## src/rtl/btmbPkg.sv

```systemverilog
package btmbPkg;
  // Word index of each register (byte offset / 4)
  localparam int W_CFG   = 0;
  localparam int W_IEN   = 1;
  localparam int W_STS   = 2;
  localparam int W_SPARE = 3;
  localparam int W_CTRL  = 4;
  localparam int W_DATA  = 5;
  localparam int W_MASK  = 6;

  // Control bit positions
  localparam int C_CLR_WR = 0;
  localparam int C_CLR_RD = 1;
  localparam int C_H2B    = 2;
  localparam int C_B2H    = 3;
  localparam int C_HBUSY  = 6;
  localparam int C_BBUSY  = 7;

  // Status/enable bits that can drive the interrupt
  localparam logic [31:0] IRQ_SRC = 32'h0000_0041;

  // Inbound stream framing codes
  localparam logic [7:0] MARK_MSG = 8'hA0;
  localparam logic [7:0] MARK_CMD = 8'hA1;
  localparam logic [7:0] MARK_ESC = 8'hAA;
  localparam logic [7:0] ESC_FLIP = 8'h10;

  typedef struct packed {
    logic clrWr;
    logic clrRd;
    logic rxReset;
    logic txStart;
    logic pushOut;
    logic popIn;
  } mbStrobe_t;
endpackage

```

## src/rtl/btmbCtrl.sv

```systemverilog
module btmbCtrl import btmbPkg::*; #(
  parameter int WA_W = 3
) (
  input  logic            clk,
  input  logic            rstN,
  input  logic            wrEn,
  input  logic            rdEn,
  input  logic [WA_W-1:0] wordAddr,
  input  logic [31:0]     wrData,
  input  logic            msgEnd,
  input  logic            txDone,
  output mbStrobe_t       stb,
  output logic [7:0]      ctrlByte,
  output logic [31:0]     cfgReg,
  output logic [31:0]     ienReg,
  output logic [31:0]     stsReg,
  output logic [31:0]     spareReg,
  output logic [31:0]     maskReg,
  output logic            irq,
  output logic            rxReady
);
  logic bBusy, hBusy, b2h, h2b, waiting;
  logic h2bTermQ, hbTermQ;
  logic ctrlWr, stsWr, h2bClr, bToggle, bBusyNext;
  logic h2bRise, hbRise;
  logic [31:0] stsNext;

  assign ctrlWr = wrEn && (wordAddr == WA_W'(W_CTRL));
  assign stsWr  = wrEn && (wordAddr == WA_W'(W_STS));

  // One command per control write, fixed priority
  always_comb begin
    stb         = '0;
    h2bClr      = 1'b0;
    bToggle     = 1'b0;
    stb.pushOut = wrEn && (wordAddr == WA_W'(W_DATA));
    stb.popIn   = rdEn && (wordAddr == WA_W'(W_DATA));
    if (ctrlWr) begin
      if (wrData[C_CLR_WR])      stb.clrWr   = 1'b1;
      else if (wrData[C_CLR_RD]) stb.clrRd   = 1'b1;
      else if (wrData[C_H2B])    h2bClr      = 1'b1;
      else if (wrData[C_BBUSY])  bToggle     = 1'b1;
      else if (wrData[C_B2H])    stb.txStart = 1'b1;
    end
    bBusyNext   = bBusy ^ bToggle;
    stb.rxReset = ctrlWr && !bBusyNext;
  end

  assign h2bRise = (h2b && ienReg[0]) && !h2bTermQ;
  assign hbRise  = (hBusy && ienReg[6]) && !hbTermQ;

  always_comb begin
    stsNext = stsReg;
    if (stsWr) stsNext = stsNext & ~wrData;
    if (h2bRise) stsNext[0] = 1'b1;
    if (hbRise)  stsNext[6] = 1'b1;
  end

  always_ff @(posedge clk) begin
    if (!rstN) begin
      cfgReg <= '0; ienReg <= '0; stsReg <= '0; spareReg <= '0; maskReg <= '0;
      bBusy <= 1'b0; hBusy <= 1'b0; b2h <= 1'b0; h2b <= 1'b0; waiting <= 1'b0;
      h2bTermQ <= 1'b0; hbTermQ <= 1'b0;
    end else begin
      if (wrEn && wordAddr == WA_W'(W_CFG))   cfgReg   <= wrData;
      if (wrEn && wordAddr == WA_W'(W_IEN))   ienReg   <= wrData;
      if (wrEn && wordAddr == WA_W'(W_SPARE)) spareReg <= wrData;
      if (wrEn && wordAddr == WA_W'(W_MASK))  maskReg  <= wrData;
      stsReg <= stsNext;
      bBusy  <= bBusyNext;
      if (h2bClr)      h2b <= 1'b0;
      else if (msgEnd) h2b <= 1'b1;
      if (stb.txStart) begin
        b2h <= 1'b1; hBusy <= 1'b1;
      end else if (txDone) begin
        b2h <= 1'b0; hBusy <= 1'b0;
      end
      h2bTermQ <= h2b && ienReg[0];
      hbTermQ  <= hBusy && ienReg[6];
      if (stb.rxReset)  waiting <= 1'b0;
      else if (h2bRise) waiting <= 1'b1;
    end
  end

  assign ctrlByte = {bBusy, hBusy, 2'b00, b2h, h2b, 2'b00};
  assign irq      = |(stsReg & ienReg & IRQ_SRC);
  assign rxReady  = !waiting && !bBusy;
endmodule

```

## src/rtl/btmbData.sv

```systemverilog
module btmbData import btmbPkg::*; #(
  parameter int DEPTH = 64,
  localparam int LEN_W = $clog2(DEPTH + 1),
  localparam int IDX_W = $clog2(DEPTH)
) (
  input  logic             clk,
  input  logic             rstN,
  input  mbStrobe_t        stb,
  input  logic [7:0]       wrByte,
  input  logic             rxValid,
  input  logic [7:0]       rxByte,
  input  logic             rxReady,
  input  logic             txReady,
  output logic             msgEnd,
  output logic             txDone,
  output logic             txValid,
  output logic [7:0]       txByte,
  output logic [7:0]       rdByte,
  output logic [LEN_W-1:0] inLen,
  output logic [LEN_W-1:0] outLen,
  output logic             lenNext
);
  localparam logic [LEN_W-1:0] FULL = LEN_W'(DEPTH);

  logic [7:0] inBuf  [DEPTH];
  logic [7:0] outBuf [DEPTH];
  logic [LEN_W-1:0] rdIdx, txIdx;
  logic esc, over, txActive;
  logic rxTake, isMark, cmdEnd, endOk;
  logic [7:0] plainByte;

  // ---------------- inbound framing ----------------
  assign rxTake    = rxValid && rxReady && !stb.rxReset;
  assign isMark    = (rxByte == MARK_MSG) || (rxByte == MARK_CMD);
  assign endOk     = !esc && !over && (inLen != '0);
  assign msgEnd    = rxTake && (rxByte == MARK_MSG) && endOk;
  assign cmdEnd    = rxTake && (rxByte == MARK_CMD) && endOk;
  assign plainByte = esc ? (rxByte & ~ESC_FLIP) : rxByte;

  always_ff @(posedge clk) begin
    if (!rstN) begin
      esc <= 1'b0; over <= 1'b0; inLen <= '0;
      for (int i = 0; i < DEPTH; i++) inBuf[i] <= '0;
    end else if (stb.rxReset) begin
      esc <= 1'b0; over <= 1'b0; inLen <= '0;
    end else if (rxTake) begin
      if (isMark) begin
        if (cmdEnd) inLen <= '0;
      end else if (rxByte == MARK_ESC) begin
        if (!over) esc <= 1'b1;
      end else begin
        esc <= 1'b0;
        if (!over) begin
          if (inLen == FULL) over <= 1'b1;
          else begin
            inBuf[inLen[IDX_W-1:0]] <= plainByte;
            inLen <= inLen + 1'b1;
          end
        end
      end
    end
  end

  // ---------------- data-port read side ----------------
  always_comb begin
    if (lenNext)           rdByte = 8'(inLen);
    else if (rdIdx < inLen) rdByte = inBuf[rdIdx[IDX_W-1:0]];
    else                   rdByte = 8'h00;
  end

  always_ff @(posedge clk) begin
    if (!rstN) begin
      lenNext <= 1'b1; rdIdx <= '0;
    end else if (stb.clrRd) begin
      lenNext <= 1'b1;
    end else if (stb.popIn) begin
      if (lenNext) begin
        lenNext <= 1'b0; rdIdx <= '0;
      end else if (rdIdx < inLen) begin
        rdIdx <= rdIdx + 1'b1;
      end
    end
  end

  // ---------------- outbound buffer and sender ----------------
  assign txValid = txActive && (txIdx != outLen);
  assign txDone  = txActive && (txIdx == outLen);
  assign txByte  = outBuf[txIdx[IDX_W-1:0]];

  always_ff @(posedge clk) begin
    if (!rstN) begin
      outLen <= '0; txActive <= 1'b0; txIdx <= '0;
      for (int i = 0; i < DEPTH; i++) outBuf[i] <= '0;
    end else begin
      if (stb.clrWr) begin
        outLen <= '0;
        for (int i = 0; i < DEPTH; i++) outBuf[i] <= '0;
      end else if (stb.pushOut && outLen != FULL) begin
        outBuf[outLen[IDX_W-1:0]] <= wrByte;
        outLen <= outLen + 1'b1;
      end
      if (stb.txStart) begin
        txActive <= 1'b1; txIdx <= '0;
      end else if (txDone) begin
        txActive <= 1'b0;
      end else if (txValid && txReady) begin
        txIdx <= txIdx + 1'b1;
      end
    end
  end
endmodule

```

## src/rtl/btMailbox.sv

```systemverilog
module btMailbox import btmbPkg::*; #(
  parameter int DEPTH  = 64,
  parameter int ADDR_W = 5,
  localparam int WA_W  = ADDR_W - 2,
  localparam int LEN_W = $clog2(DEPTH + 1)
) (
  input  logic              clk,
  input  logic              rstN,
  input  logic              busWrEn,
  input  logic              busRdEn,
  input  logic [ADDR_W-1:0] busAddr,
  input  logic [31:0]       busWrData,
  output logic [31:0]       busRdData,
  output logic              irq,
  input  logic              rxValid,
  input  logic [7:0]        rxByte,
  output logic              rxReady,
  output logic              txValid,
  output logic [7:0]        txByte,
  input  logic              txReady
);
  logic [WA_W-1:0] wordAddr;
  logic unusedAddrLow;
  mbStrobe_t stb;
  logic msgEnd, txDone, lenNext;
  logic [7:0] ctrlByte, rdByte;
  logic [31:0] cfgReg, ienReg, stsReg, spareReg, maskReg;
  logic [LEN_W-1:0] inLen, outLen;

  assign wordAddr      = busAddr[ADDR_W-1:2];
  assign unusedAddrLow = ^busAddr[1:0];

  btmbCtrl #(.WA_W(WA_W)) uCtrl (
    .clk(clk), .rstN(rstN), .wrEn(busWrEn), .rdEn(busRdEn),
    .wordAddr(wordAddr), .wrData(busWrData), .msgEnd(msgEnd), .txDone(txDone),
    .stb(stb), .ctrlByte(ctrlByte), .cfgReg(cfgReg), .ienReg(ienReg),
    .stsReg(stsReg), .spareReg(spareReg), .maskReg(maskReg),
    .irq(irq), .rxReady(rxReady)
  );

  btmbData #(.DEPTH(DEPTH)) uData (
    .clk(clk), .rstN(rstN), .stb(stb), .wrByte(busWrData[7:0]),
    .rxValid(rxValid), .rxByte(rxByte), .rxReady(rxReady), .txReady(txReady),
    .msgEnd(msgEnd), .txDone(txDone), .txValid(txValid), .txByte(txByte),
    .rdByte(rdByte), .inLen(inLen), .outLen(outLen), .lenNext(lenNext)
  );

  always_comb begin
    case (wordAddr)
      WA_W'(W_CFG):   busRdData = cfgReg;
      WA_W'(W_IEN):   busRdData = ienReg;
      WA_W'(W_STS):   busRdData = stsReg;
      WA_W'(W_SPARE): busRdData = spareReg;
      WA_W'(W_CTRL):  busRdData = {24'h0, ctrlByte};
      WA_W'(W_DATA):  busRdData = {24'h0, rdByte};
      WA_W'(W_MASK):  busRdData = maskReg;
      default:        busRdData = 32'h0;
    endcase
  end
endmodule

```

## config.mk

```make
export PLATFORM = sky130hd
export DESIGN_NAME = btMailbox
export DESIGN_NICKNAME = d
export VERILOG_FILES = /design/src/rtl/btmbPkg.sv /design/src/rtl/btmbCtrl.sv /design/src/rtl/btmbData.sv /design/src/rtl/btMailbox.sv
export SDC_FILE = /design/constraint.sdc
export NUM_CORES = 2
export LEC_CHECK = 0
export ABC_AREA = 0
export BUFFER_PORTS_ARGS = -buffer_cell sky130_fd_sc_hd__buf_2
export CORE_ASPECT_RATIO = 0.75
export CORE_MARGIN = 2
export CORE_UTILIZATION = 60
export CTS_CLUSTER_DIAMETER = 60
export CTS_CLUSTER_SIZE = 40
export DETAILED_ROUTE_END_ITERATION = 16
export PLACE_DENSITY = 0.77
export RECOVER_POWER = 25
export SLEW_MARGIN = 25
export SYNTH_ARGS = -nofsm -noshare
export SYNTH_HDL_FRONTEND = slang
export SYNTH_SLANG_ARGS = --single-unit
```

## constraint.sdc

```tcl
create_clock -name clk -period 3.35 [get_ports clk]
set_input_delay 0.335 -clock clk [delete_from_list [all_inputs] [get_ports clk]]
set_output_delay 0.335 -clock clk [all_outputs]
set_load 0.02 [all_outputs]
```

After elaboration in Yosys (flattened, before gate mapping) --
Memories as Yosys holds them, arrays and structs flattened. A register that Yosys moved wholly into a read port is not among the register bits. Cells that the tools add are included.
Storage, ports and cells: memory bits (writable) 1024, bits in registers 197, memories 2, output and inout port bits 43, input bits 51
Operators by class: bitwise logic cells 73, muxes and demuxes 129, magnitude comparators 1, add/subtract/negate cells 4, eq/ne operators 18, reductions and logical operators 54
Memory list:
- uData.inBuf | depth 64, width 8, read ports 1, clocked after memory_dff 1, wr ports 64, line btmbData.sv:25 | logic [7:0] inBuf [DEPTH];
- uData.outBuf | depth 64, width 8, read ports 1, clocked after memory_dff 1, wr ports 64, line btmbData.sv:26 | logic [7:0] outBuf [DEPTH];
Operators by type and width (number):
- 2-to-1 mux 8 bit | 68
- one-hot mux 32 bit (7 select lines) | 1
- bitwise OR 1 bit | 64
- 2-to-1 mux 7 bit | 8
- 2-to-1 mux 1 bit | 44
- 2-to-1 mux 6 bit | 6
- bitwise AND 32 bit | 1
- inverter 32 bit | 1
- adder 7 x 1 -> 7 bit (second input constant) | 4
- logical AND 1 bit | 26
- == test 8 bit (second input constant) | 3
- OR reduction 8 bit | 2
- OR reduction 2 bit | 6
- == test 3 bit (second input constant) | 3
- AND reduction 3 bit | 3
- zero test 1 bit | 8
- nonzero test 2 bit | 4
- bitwise AND 7 bit | 1
- == test 7 bit | 1
- == test 7 bit (second input constant) | 1
- less-than comparator 7 bit | 1
- inequality test 7 bit | 1
- inequality test 7 bit (second input constant) | 1
- nonzero test 7 bit | 1
- other kinds (12) | 20

Depth between registers and ports, before layout --
depth after elaboration 16, depth in mapped cells 11, gate-level depth less buffers 8

Modules after synthesis --
From an unflattened synthesis, not the netlist that was laid out.
Second synthesis, totals: cells, all modules 4337, area total of the unflattened synthesis 56973.4 um2
By module, submodules not included:
- btmbData | cells each 3391, area an instance 49507.5 um2, times used 1, seq. area each 31630.3 um2
- btmbCtrl | cells each 717, area an instance 5800.6 um2, times used 1, seq. area each 3323.2 um2
- btMailbox | cells each 229, area an instance 1665.3 um2, times used 1, seq. area each 0.0 um2

Least setup slack after synthesis --
Ideal clock, no wire load.
path kind register -> output, start register (tool-made name), end output port busRdData[0], arrival time 2478 ps, slack 537 ps, cell stages (with the launch flop) 8, path buffers 3, data required time 3015 ps, path through dfxtp_1 -> buf_4 -> buf_2 -> buf_2 -> mux4_2 -> mux4_2 -> nand4b_1 -> nand4_1
RTL lines:
- end: declaration | line btMailbox.sv:13 | output logic [31:0] busRdData,

==> summary.txt <==
Run status
  • Status: finished with violations
  • Violated checks: max-capacitance violations, max-slew violations, negative setup slack

CTS
  • Max clock buf depth: 3
  • Clk Latency, worst-skew pair: 720 ps
  • Clk pin slew, worst setup/hold paths: 110 ps
  • CTS tree: yes
  • Clock buffer count from CTS: 60
  • Root Driver: clkbuf_16
  • Clk sinks: 1233
  • H-Tree Depth: 2

GRT
  • Global route total overflow: 0
  • GRT Overall Usage: 30.44%
  • Largest net degree at the start of global routing: 76
  • Initial antenna violation count: 11
  • Vias in the first global route: 34590
  • First-pass GRT wire length: 222.5 mm

Layout
  • Core Util, Final: about two thirds
  • Multi-input gate area: 20740 µm²
  • Post-route cell area: 63050 µm²
  • Reg area: around 35000 µm²
  • Fin cells: 5675
  • Nets: 4446
  • Area growth, synth to finish: 10.59%
  • FILL cells: ~6300
  • Layout cells sized above 1: 19.08%

STA
  • Tmin final: 3688 ps
  • Peak Freq: 0.2712 GHz
  • Final setup margin: -337.9 ps
  • Unrepaired setup endpoints after global routing: true
  • Slew Limit Fails: ~280
  • Clock skew: 43.16 ps
  • # setup viols final: around 160
  • Final Cycle Share: 110.1%
  • Hold Violations, Final: 0
  • Worst rel slew slack: -57.55%
  • Tightest Pin Transition: 2363 ps

Floorplanning
  • Rows: 97
  • Initial Utilization: 60.77%
  • Die Span Y: ~270 µm
  • Ports: 94
  • Total core area: 93820 µm²
  • Die area: 97530 µm²
  • Die W: 359.9 µm

Critical path
  • Kind of cell adding the most delay to the critical path: multiplexers
  • CP Cell Sequence: buf_12 -> buf_8 -> buf_4 -> mux4_2 -> mux4_2 -> nor4bb_1 -> a21oi_2 -> nand4_1 -> buf_6
  • Crit path max-delay cell type: mux4_2
  • Worst setup path category: register to output pin
  • Critical R2R Capture: uData.outBuf[12][2]$_SDFFCE_PN0P_
  • Req. time, crit path: 3010 ps
  • Worst r2r src: uData.outLen[1]$_SDFFE_PP0N_
  • Flop2flop setup slack: 0 ps
  • Slowest stage delay, CP: 580 ps
  • Critical Path AT: 3350 ps
  • Reg2Reg Depth: 4
  • Setup crit end kind: output pin
  • WP buf/inv: 4
  • Max FO, Critical Path: 6
  • CP startpoint kind: register
  • Most frequent CP cell: mux4_2

Power and ir drop
  • Lkg Pwr: 21.56 nW
  • Max IR drop VDD: 0.4241 mV
  • Pwr Total: about 29 mW
  • PwrDens: 457.9 nW/µm²

Synthesis
  • Post-synthesis instance area: 57010 µm²
  • Sequential fraction of the synthesis area: 61.27%
  • Cells after Synth: approximately 4300
  • Ys Warns: 0
  • Syn Nets: approximately 4400
  • Primary FF master, synth: edfxtp_1
  • Mean Syn Cell Area: 13.24 µm²
  • Seq cells post-synth: 1233
  • Post-synth EDFFs: 1024
  • Synth cell types: 62
  • Synth async-reset ratio: 0%

Worst hold path
  • Hold path endpoint: uData.lenNext$_SDFFE_PP1P_
  • Hold Path Stages: 2
  • Min-Delay Path Class: input pin to register
  • Hold Startpoint: busWrData[0]

Place
  • Instance area at placement: 59520 µm²
  • Post-Place Setup Slack: 36.21 ps
  • Dpl cells: 5479
  • Port Buffers: 91
  • DP HPWL: 99.67 mm
  • Gpl congestion: 1.012

Route
  • DRT Wirelength: 148.9 mm
  • Vias/cell: 6.531
  • WL per Instance: 26.23 µm
  • DR pass1 iterations: 8
  • Post-DRT Antenna Nets: 0
  • DRT iter0 DRCs: 5958
  • Vias: 37070
  • # DRC: 0

Run
  • Max Cap Viol: 6
==> synthesized netlist by cell type, types with 27 or more instances <==
cell type / number / area (µm²)
and2_1: 775 / 4848
a22o_1: 27 / 236.5
a22oi_1: 67 / 503.0
clkbuf_1: 264 / 991.0
edfxtp_1: 1024 / 30750
a21oi_1: 197 / 986.0
nor3_4: 58 / 943.4
mux2i_1: 108 / 1081
buf_1: 30 / 112.6
buf_2: 52 / 260.3
nor2_1: 255 / 957.2
o21ai_0: 71 / 355.3
nor3_1: 158 / 790.8
dfxtp_1: 209 / 4184
mux4_2: 281 / 6329
nand3_1: 109 / 545.5
nand2_1: 423 / 1588
==> layout make-up <==
cell class              instances  area share, %
diodes                          3        0.01191
clock buffers                  62          2.427
clock inverters                52          1.381
inverters                      19         0.1171
multi-input cells            2696          32.89
flip-flops and latches       1233          55.44
well taps                    1237          2.455
repair buffers                373          5.275
==> worst max-delay path by stage <==
| stage | endpoint | slack [ps] | cells past startpoint |
|---|---|---|---|
| floorplan | busRdData[0] | 540 | 7 |
| global placement | busRdData[4] | 90 | 7 |
| detailed placement | busRdData[4] | 40 | 7 |
| CTS | busRdData[2] | -290 | 8 |
| global route | busRdData[3] | -360 | 9 |
| finish | busRdData[3] | -340 | 9 |
==> layer usage <==
metal / global-route usage (%) / up-vias / wire, µm
li1: - / 15900 / -
met1: 47.61 / 18460 / 60540
met2: 42.79 / 2446 / 63340
met3: 8.119 / 244 / 21480
met4: 6.844 / 12 / 3425
met5: 0 / - / 93
==> power by group <==
group	total [mW]	switching, mW	internal [mW]
logic	1.71	1.20	0.509
registers	17.4	0.211	17.2
clock network	9.78	5.83	3.95
total	28.9	7.24	21.6
==> state kept, by name, indices dropped and copies added, names as in the netlist, 32 cells and up, named ones only <==
register	count
uData.inBuf	512
uData.outBuf	512
uCtrl.cfgReg	32
uCtrl.ienReg	32
uCtrl.maskReg	32
uCtrl.spareReg	32
uCtrl.stsReg	32
==> layout by cell type (no fill, tap or decap), types with 22 or more instances in the layout <==
| cell type | Yosys | final |
|---|---|---|
| nand4_1 | 22 | 22 |
| edfxtp_1 | 1024 | 1024 |
| a22oi_1 | 67 | 51 |
| and2_0 | 0 | 59 |
| and2_1 | 775 | 714 |
| mux2i_1 | 108 | 106 |
| a22o_1 | 27 | 27 |
| nor3_4 | 58 | 59 |
| dlygate4sd3_1 | 0 | 25 |
| buf_4 | 8 | 176 |
| a21oi_1 | 197 | 195 |
| nor2_1 | 255 | 250 |
| nor3_1 | 158 | 154 |
| buf_12 | 0 | 33 |
| clkbuf_16 | 0 | 63 |
| nand3_1 | 109 | 109 |
| o21ai_0 | 71 | 28 |
| mux4_2 | 281 | 281 |
| o21ai_1 | 0 | 42 |
| nand2_1 | 423 | 421 |
| buf_2 | 52 | 73 |
| dfxtp_1 | 209 | 201 |
==> timing repair <==
action | in CTS | in global routing
gates cloned | 8 | 2
endpoints found under the hold margin | 121 | 0
gates resized for setup | 70 | 45
setup buffers | 30 | 16
hold buffers | 25 | 0
setup endpoints to repair | 16 | 16
pin swaps | 18 | 19
==> through the flow <==
step,TNS [ps],hold WS (ps)
after global routing,-46470,78.63
after global placement,0,415.5
after floorplan,0,408.8
final,-15730,22.50
after CTS,-2694,12.80
after detailed placement,0,419.2
==> cell families (layout without fill, tap and decap cells) <==
logic type	Yosys count	count (layout)	share of synthesized area, %
buffers and inverters	379	506	2.741
multiplexers	395	395	13.12
adder cells (fa/ha/maj)	12	12	0.2633
flip-flops	1233	1233	61.27
AND/OR/NAND/NOR	1862	1862	18.00
AO/OA/AOI/OAI	399	400	4.187
other	0	3	0
XOR/XNOR	27	27	0.4148
No activity file was read; power rests on OpenSTA's default activity.
